--- config.mk ---
export PLATFORM = sky130hd
export DESIGN_NAME = clkdiv_unit
export DESIGN_NICKNAME = d
export VERILOG_FILES = /design/src/rtl/clkdiv_pkg.sv /design/src/rtl/clkdiv_counter.sv /design/src/rtl/clkdiv_regs.sv /design/src/rtl/clkdiv_unit.sv
export SDC_FILE = /design/constraint.sdc
export NUM_CORES = 1
export LEC_CHECK = 0
export BUFFER_PORTS_ARGS = -buffer_cell sky130_fd_sc_hd__buf_2
export CAP_MARGIN = 20
export CORE_MARGIN = 2
export CORE_UTILIZATION = 45
export DETAILED_ROUTE_END_ITERATION = 6
export GPL_TIMING_DRIVEN = 0
export PLACE_DENSITY = 0.61
export SLEW_MARGIN = 25
export SYNTH_ARGS = -nofsm -noshare
export SYNTH_HDL_FRONTEND = slang
export SYNTH_SLANG_ARGS = --single-unit
--- constraint.sdc ---
create_clock -name clk -period 4.3 [get_ports clk]
set_clock_uncertainty 0.1 [all_clocks]
set_input_delay 0.215 -clock clk [delete_from_list [all_inputs] [get_ports clk]]
set_output_delay 0.215 -clock clk [all_outputs]
set_load 0.05 [all_outputs]
--- src/rtl/clkdiv_pkg.sv ---
package clkdiv_pkg;

    localparam int CODE_W   = 4;
    localparam int N_SYS    = 4;
    localparam int DISP_W   = 5;
    localparam int PIX_W    = 11;
    localparam int SYS_RW   = 6;
    localparam int DISP_RW  = DISP_W + 1;
    localparam int PIX_RW   = PIX_W + 1;
    localparam int DATA_W   = 32;

    localparam int DISP_LSB = N_SYS * CODE_W;
    localparam int SRC_BIT  = DISP_LSB + DISP_W;
    localparam int CE_BIT   = SRC_BIT + 1;
    localparam int CTRL_W   = CE_BIT + 1;

    localparam int GATE_DISP_BIT = 10;
    localparam int GATE_TMR_BIT  = 1;

    typedef enum logic [1:0] {
        ADDR_CTRL = 2'd0,
        ADDR_PIX  = 2'd1,
        ADDR_GATE = 2'd2,
        ADDR_NONE = 2'd3
    } reg_addr_e;

    typedef struct packed {
        logic [N_SYS-1:0][CODE_W-1:0] sys_code;
        logic [DISP_W-1:0]            disp;
        logic                         src_undiv;
        logic [PIX_W-1:0]             pix;
    } ratio_cfg_t;

    function automatic logic [SYS_RW-1:0] code_ratio(input logic [CODE_W-1:0] code);
        logic [SYS_RW-1:0] r;
        case (code)
            4'd0:    r = 6'd1;
            4'd1:    r = 6'd2;
            4'd2:    r = 6'd3;
            4'd3:    r = 6'd4;
            4'd4:    r = 6'd6;
            4'd5:    r = 6'd8;
            4'd6:    r = 6'd12;
            4'd7:    r = 6'd16;
            4'd8:    r = 6'd24;
            4'd9:    r = 6'd32;
            default: r = 6'd1;
        endcase
        return r;
    endfunction

endpackage

--- src/rtl/clkdiv_counter.sv ---
module clkdiv_counter #(
    parameter int RW = 6
) (
    input  logic          clk,
    input  logic          rst,
    input  logic          tick,
    input  logic          hold,
    input  logic [RW-1:0] ratio,
    output logic          stb
);
    logic [RW-1:0] cnt;
    logic [RW-1:0] cur;
    logic          term;

    assign term = (cnt == cur - RW'(1));
    assign stb  = tick & term & ~hold;

    always_ff @(posedge clk) begin
        if (rst) begin
            cnt <= '0;
            cur <= RW'(1);
        end else if (hold) begin
            cnt <= '0;
            cur <= ratio;
        end else if (tick) begin
            if (term) begin
                cnt <= '0;
                cur <= ratio;
            end else begin
                cnt <= cnt + RW'(1);
            end
        end
    end
endmodule

--- src/rtl/clkdiv_regs.sv ---
module clkdiv_regs
    import clkdiv_pkg::*;
(
    input  logic              clk,
    input  logic              rst,
    input  logic              wr_en,
    input  logic [1:0]        wr_addr,
    input  logic [DATA_W-1:0] wr_data,
    input  logic [1:0]        rd_addr,
    output logic [DATA_W-1:0] rd_data,
    output ratio_cfg_t        cfg,
    output logic              ce_flag,
    output logic              gate_disp,
    output logic              gate_tmr
);
    logic [CTRL_W-1:0] ctrl_q;
    logic [PIX_W-1:0]  pix_q;
    logic [DATA_W-1:0] gate_q;
    ratio_cfg_t        staged;

    always_ff @(posedge clk) begin
        if (rst) begin
            ctrl_q <= '0;
            pix_q  <= '0;
            gate_q <= '0;
        end else if (wr_en) begin
            case (reg_addr_e'(wr_addr))
                ADDR_CTRL: ctrl_q <= wr_data[CTRL_W-1:0];
                ADDR_PIX:  pix_q  <= wr_data[PIX_W-1:0];
                ADDR_GATE: gate_q <= wr_data;
                default:   ;
            endcase
        end
    end

    always_comb begin
        staged.sys_code  = ctrl_q[DISP_LSB-1:0];
        staged.disp      = ctrl_q[SRC_BIT-1:DISP_LSB];
        staged.src_undiv = ctrl_q[SRC_BIT];
        staged.pix       = pix_q;
    end

    always_ff @(posedge clk) begin
        if (rst)                 cfg <= '0;
        else if (ctrl_q[CE_BIT]) cfg <= staged;
    end

    always_comb begin
        case (reg_addr_e'(rd_addr))
            ADDR_CTRL: rd_data = DATA_W'(ctrl_q);
            ADDR_PIX:  rd_data = DATA_W'(pix_q);
            ADDR_GATE: rd_data = gate_q;
            default:   rd_data = '0;
        endcase
    end

    assign ce_flag   = ctrl_q[CE_BIT];
    assign gate_disp = gate_q[GATE_DISP_BIT];
    assign gate_tmr  = gate_q[GATE_TMR_BIT];
endmodule

--- src/rtl/clkdiv_unit.sv ---
module clkdiv_unit
    import clkdiv_pkg::*;
(
    input  logic        clk,
    input  logic        rst,
    input  logic        wr_en,
    input  logic [1:0]  wr_addr,
    input  logic [31:0] wr_data,
    input  logic [1:0]  rd_addr,
    output logic [31:0] rd_data,
    output logic        cpu_stb,
    output logic        fbus_stb,
    output logic        sbus_stb,
    output logic        mem_stb,
    output logic        disp_stb,
    output logic        pix_stb,
    output logic        tmr_stb
);
    ratio_cfg_t       cfg;
    logic             ce_flag;
    logic             gate_disp;
    logic             gate_tmr;
    logic             src_phase;
    logic             src_tick;
    logic [N_SYS-1:0] sys_stb;

    clkdiv_regs u_regs (
        .clk       (clk),
        .rst       (rst),
        .wr_en     (wr_en),
        .wr_addr   (wr_addr),
        .wr_data   (wr_data),
        .rd_addr   (rd_addr),
        .rd_data   (rd_data),
        .cfg       (cfg),
        .ce_flag   (ce_flag),
        .gate_disp (gate_disp),
        .gate_tmr  (gate_tmr)
    );

    // Peripheral source: every cycle, or every second cycle
    always_ff @(posedge clk) begin
        if (rst) src_phase <= 1'b0;
        else     src_phase <= ~src_phase;
    end
    assign src_tick = cfg.src_undiv | src_phase;

    for (genvar i = 0; i < N_SYS; i++) begin : g_sys
        clkdiv_counter #(.RW(SYS_RW)) u_div (
            .clk   (clk),
            .rst   (rst),
            .tick  (1'b1),
            .hold  (1'b0),
            .ratio (code_ratio(cfg.sys_code[i])),
            .stb   (sys_stb[i])
        );
    end

    clkdiv_counter #(.RW(DISP_RW)) u_disp (
        .clk   (clk),
        .rst   (rst),
        .tick  (src_tick),
        .hold  (gate_disp),
        .ratio (DISP_RW'(cfg.disp) + DISP_RW'(1)),
        .stb   (disp_stb)
    );

    clkdiv_counter #(.RW(PIX_RW)) u_pix (
        .clk   (clk),
        .rst   (rst),
        .tick  (src_tick),
        .hold  (gate_disp),
        .ratio (PIX_RW'(cfg.pix) + PIX_RW'(1)),
        .stb   (pix_stb)
    );

    assign cpu_stb  = sys_stb[0];
    assign fbus_stb = sys_stb[1];
    assign sbus_stb = sys_stb[2];
    assign mem_stb  = sys_stb[3];
    assign tmr_stb  = ~gate_tmr;
endmodule

==> flow_metrics.tcl <==
set metrics [dict create \
    clk_pin_slew_ns 0.07 \
    synth.distinct_cells 56 \
    overflow 0 \
    grt_pass1_wl_mm 36.42 \
    p_leak_uw 0.004266 \
    tns_ns 0 \
    first_iter_violations 407 \
    report.final.slew_viol_count 0 \
    finalWeightedCongestion 0.8197 \
    drt-pass1-iter-count 5 \
    ios 78 \
    mostFrequentLayoutCell "dfxtp_1" \
    synth_nets 1135 \
    drc 0 \
    yosysSeqAreaShare_pct 41.07 \
    syn_area_per_cell_sq_um 8.383 \
    synth_top_flop_cell "dfxtp_1" \
    startpoint_type "flop" \
    die_w_um 145.2 \
    dp_hpwl_mm 15.76 \
    min_period_over_period_pct 74.49 \
    vdd.ir_drop.worst_uv 296.7 \
    layout_common_cells "dfxtp_1, nor2_1, nand2_1" \
    grtUsageMet1_pct 30.65 \
    rsz0062_at_grt "no" \
    use_met3_pct 4.528 \
    setup_violations 0 \
    drt_wl_total_mm 21.81 \
    cts_tree "built" \
    h-tree-depth 4 \
    synth-seq-cells 184 \
    vias 7483 \
    drive_gt1_share_pct 10.42 \
    layout.nets 1261 \
    wire_per_inst_um 14.79 \
    numCtsBuffers 17 \
    synth_edf_count 0 \
    period_needed_ns 3.203 \
    fp-row-count 51 \
    area_delta_synth_final_pct 17.99 \
    clockBufferDepth 2 \
    postCtsSetupRepairBufs 0 \
    crit_required_ns 3.98 \
    async_flop_share_pct 0 \
    first_global_vias 7064 \
    netlist_area_sq_um 8970 \
    insertion_delay_ns 0.43 \
    dieArea_sq_um 21080 \
    fin_ws_ns 1.097 \
    status "completed" \
    cts_root_buffer "clkbuf_16" \
    antenna_cells 0 \
    crit_type "flop to output pin" \
    netlist_instances 1070 \
    clock-sinks 184 \
    drtAntennaViolNets 0 \
    power_density_nw_per_um2 422.6 \
    grt_start_max_net_pins 17 \
    maxCapViolations 0 \
    die_h_um 145.2 \
    detail_route.vias_per_cell 5.077 \
    synth-warning-count 0 \
    hold_viol 0 \
    portBuffers 75 \
    gr-max-usage-layer "met2" \
    arrival_ns 2.89 \
    start_util_pct 45.94 \
    antenna_found_initial 0 \
    post-place-ws_ns 1.471 \
    worst_pin_slew_ns 0.8746 \
    path_max_fanout 6 \
    track_usage_pct 21.19 \
    end_kind "output pin" \
    grt_use_met2_pct 32.14 \
    worstHoldPathType "primary input to flop" \
    core_sq_um 19530 \
    slew_headroom_pct 41.70 \
    fmax_mhz 312.2 \
]
-- layout make-up --
cell class              instances  area [sq um]
fillers                      1921          8942
multi-input cells             792          4917
flip-flops and latches        184          3684
repair buffers                107         695.7
clock buffers                  24         501.7
well taps                     265         331.6
plain buffers                  63         252.7
inverters                      31         116.4
clock inverters                 8         85.08
-- power breakdown --
part           internal (uW)  switching, uW
Sequential              1800           93.3
Combinational            359            676
Clock                    881            666
Total                   3040           1440
-- layer usage --
layer | wire (um) | share of wire, % | vias up
met5 | 0 | 0 | -
met1 | 11150 | 51 | 3463
met4 | 290 | 1.3 | 0
met3 | 1082 | 5.0 | 17
met2 | 9286 | 43 | 165
li1 | - | - | 3838
-- worst max-delay path: stages (launching register included) --
cell     delay [ns]
dfxtp_1        0.37
inv_1          0.10
ha_1           0.23
nor4b_4        0.42
nand2_1        0.12
or4_1          0.46
a21oi_1        0.25
nand3_1        0.14
nor2_1         0.11
buf_2          0.27
-- cell usage after synthesis (all sizes together) (3+ instances only) --
library cell	instances	area [sq um]
and3	8	50.05
or2	7	43.79
nor4	4	40.04
xor2	43	376.6
or3	3	18.77
o311a	5	50.05
buf	7	42.53
o22ai	4	25.02
a311oi	9	78.83
inv	31	116.4
and2	9	56.30
or4	4	33.78
nand2	161	604.3
o21bai	4	30.03
nor3	16	80.08
xnor2	49	429.2
mux2i	93	930.9
nand2b	4	25.02
a21oi	68	340.3
nor2b	9	56.30
nor2	163	611.8
nand4b	5	43.79
o21ai	16	80.08
ha	26	325.3
a31oi	5	37.53
dfxtp	184	3684
nand3	31	155.2
a211oi	7	72.57
nand4	8	50.05
clkbuf	56	210.2
nand3b	7	52.55
-- sequential cells by signal, indices dropped and copies added (netlist names) --
name	count
u_pix.cnt	12
u_regs.cfg	33
u_regs.pix_q	11
u_regs.gate_q	32
u_disp.cur	6
u_disp.cnt	6
g_sys.u_div.cnt	24
u_regs.ctrl_q	23
g_sys.u_div.cur	24
src_phase	1
u_pix.cur	12
-- cell families after synthesis --
kind of cell             after synthesis  share of synthesized area, %
adder cells (fa/ha/maj)               26                         3.627
flip-flops                           184                         41.07
buffers and inverters                 94                         4.115
AO/OA/AOI/OAI                        134                         9.457
XOR/XNOR                              92                         8.983
multiplexers                          93                         10.38
AND/OR/NAND/NOR                      447                         22.37
-- worst paths after layout --
path	from	end	slack [ns]	cells after the start
worst max register to register	u_pix.cur[0]	u_pix.cur[3]	1.42	10
worst min register to register	src_phase	src_phase	0.34	1
worst max-delay path	u_pix.cur[0]	pix_stb	1.10	9
worst min-delay path	wr_addr[1]	u_regs.ctrl_q[22]	0.09	4
-- stage by stage --
step	utilization [%]	hold slack, ns	cells	total power, uW	instance area (sq um)
CTS	54.20	0.06389	1474	4514	10580
finish	54.20	0.08767	1474	4472	10580
global route	54.20	0.09719	1474	4706	10580
detailed placement	49.56	0.3219	1410	2940	9677
floorplan	-	0.2510	1070	2696	8970
global placement	49.56	0.3179	1410	2933	9677
-- repair_timing --
item                      CTS  global route
hold buffers               32             0
hold endpoints to repair   66             0
resized for setup           0             0
(Power assumes the default switching activity.)
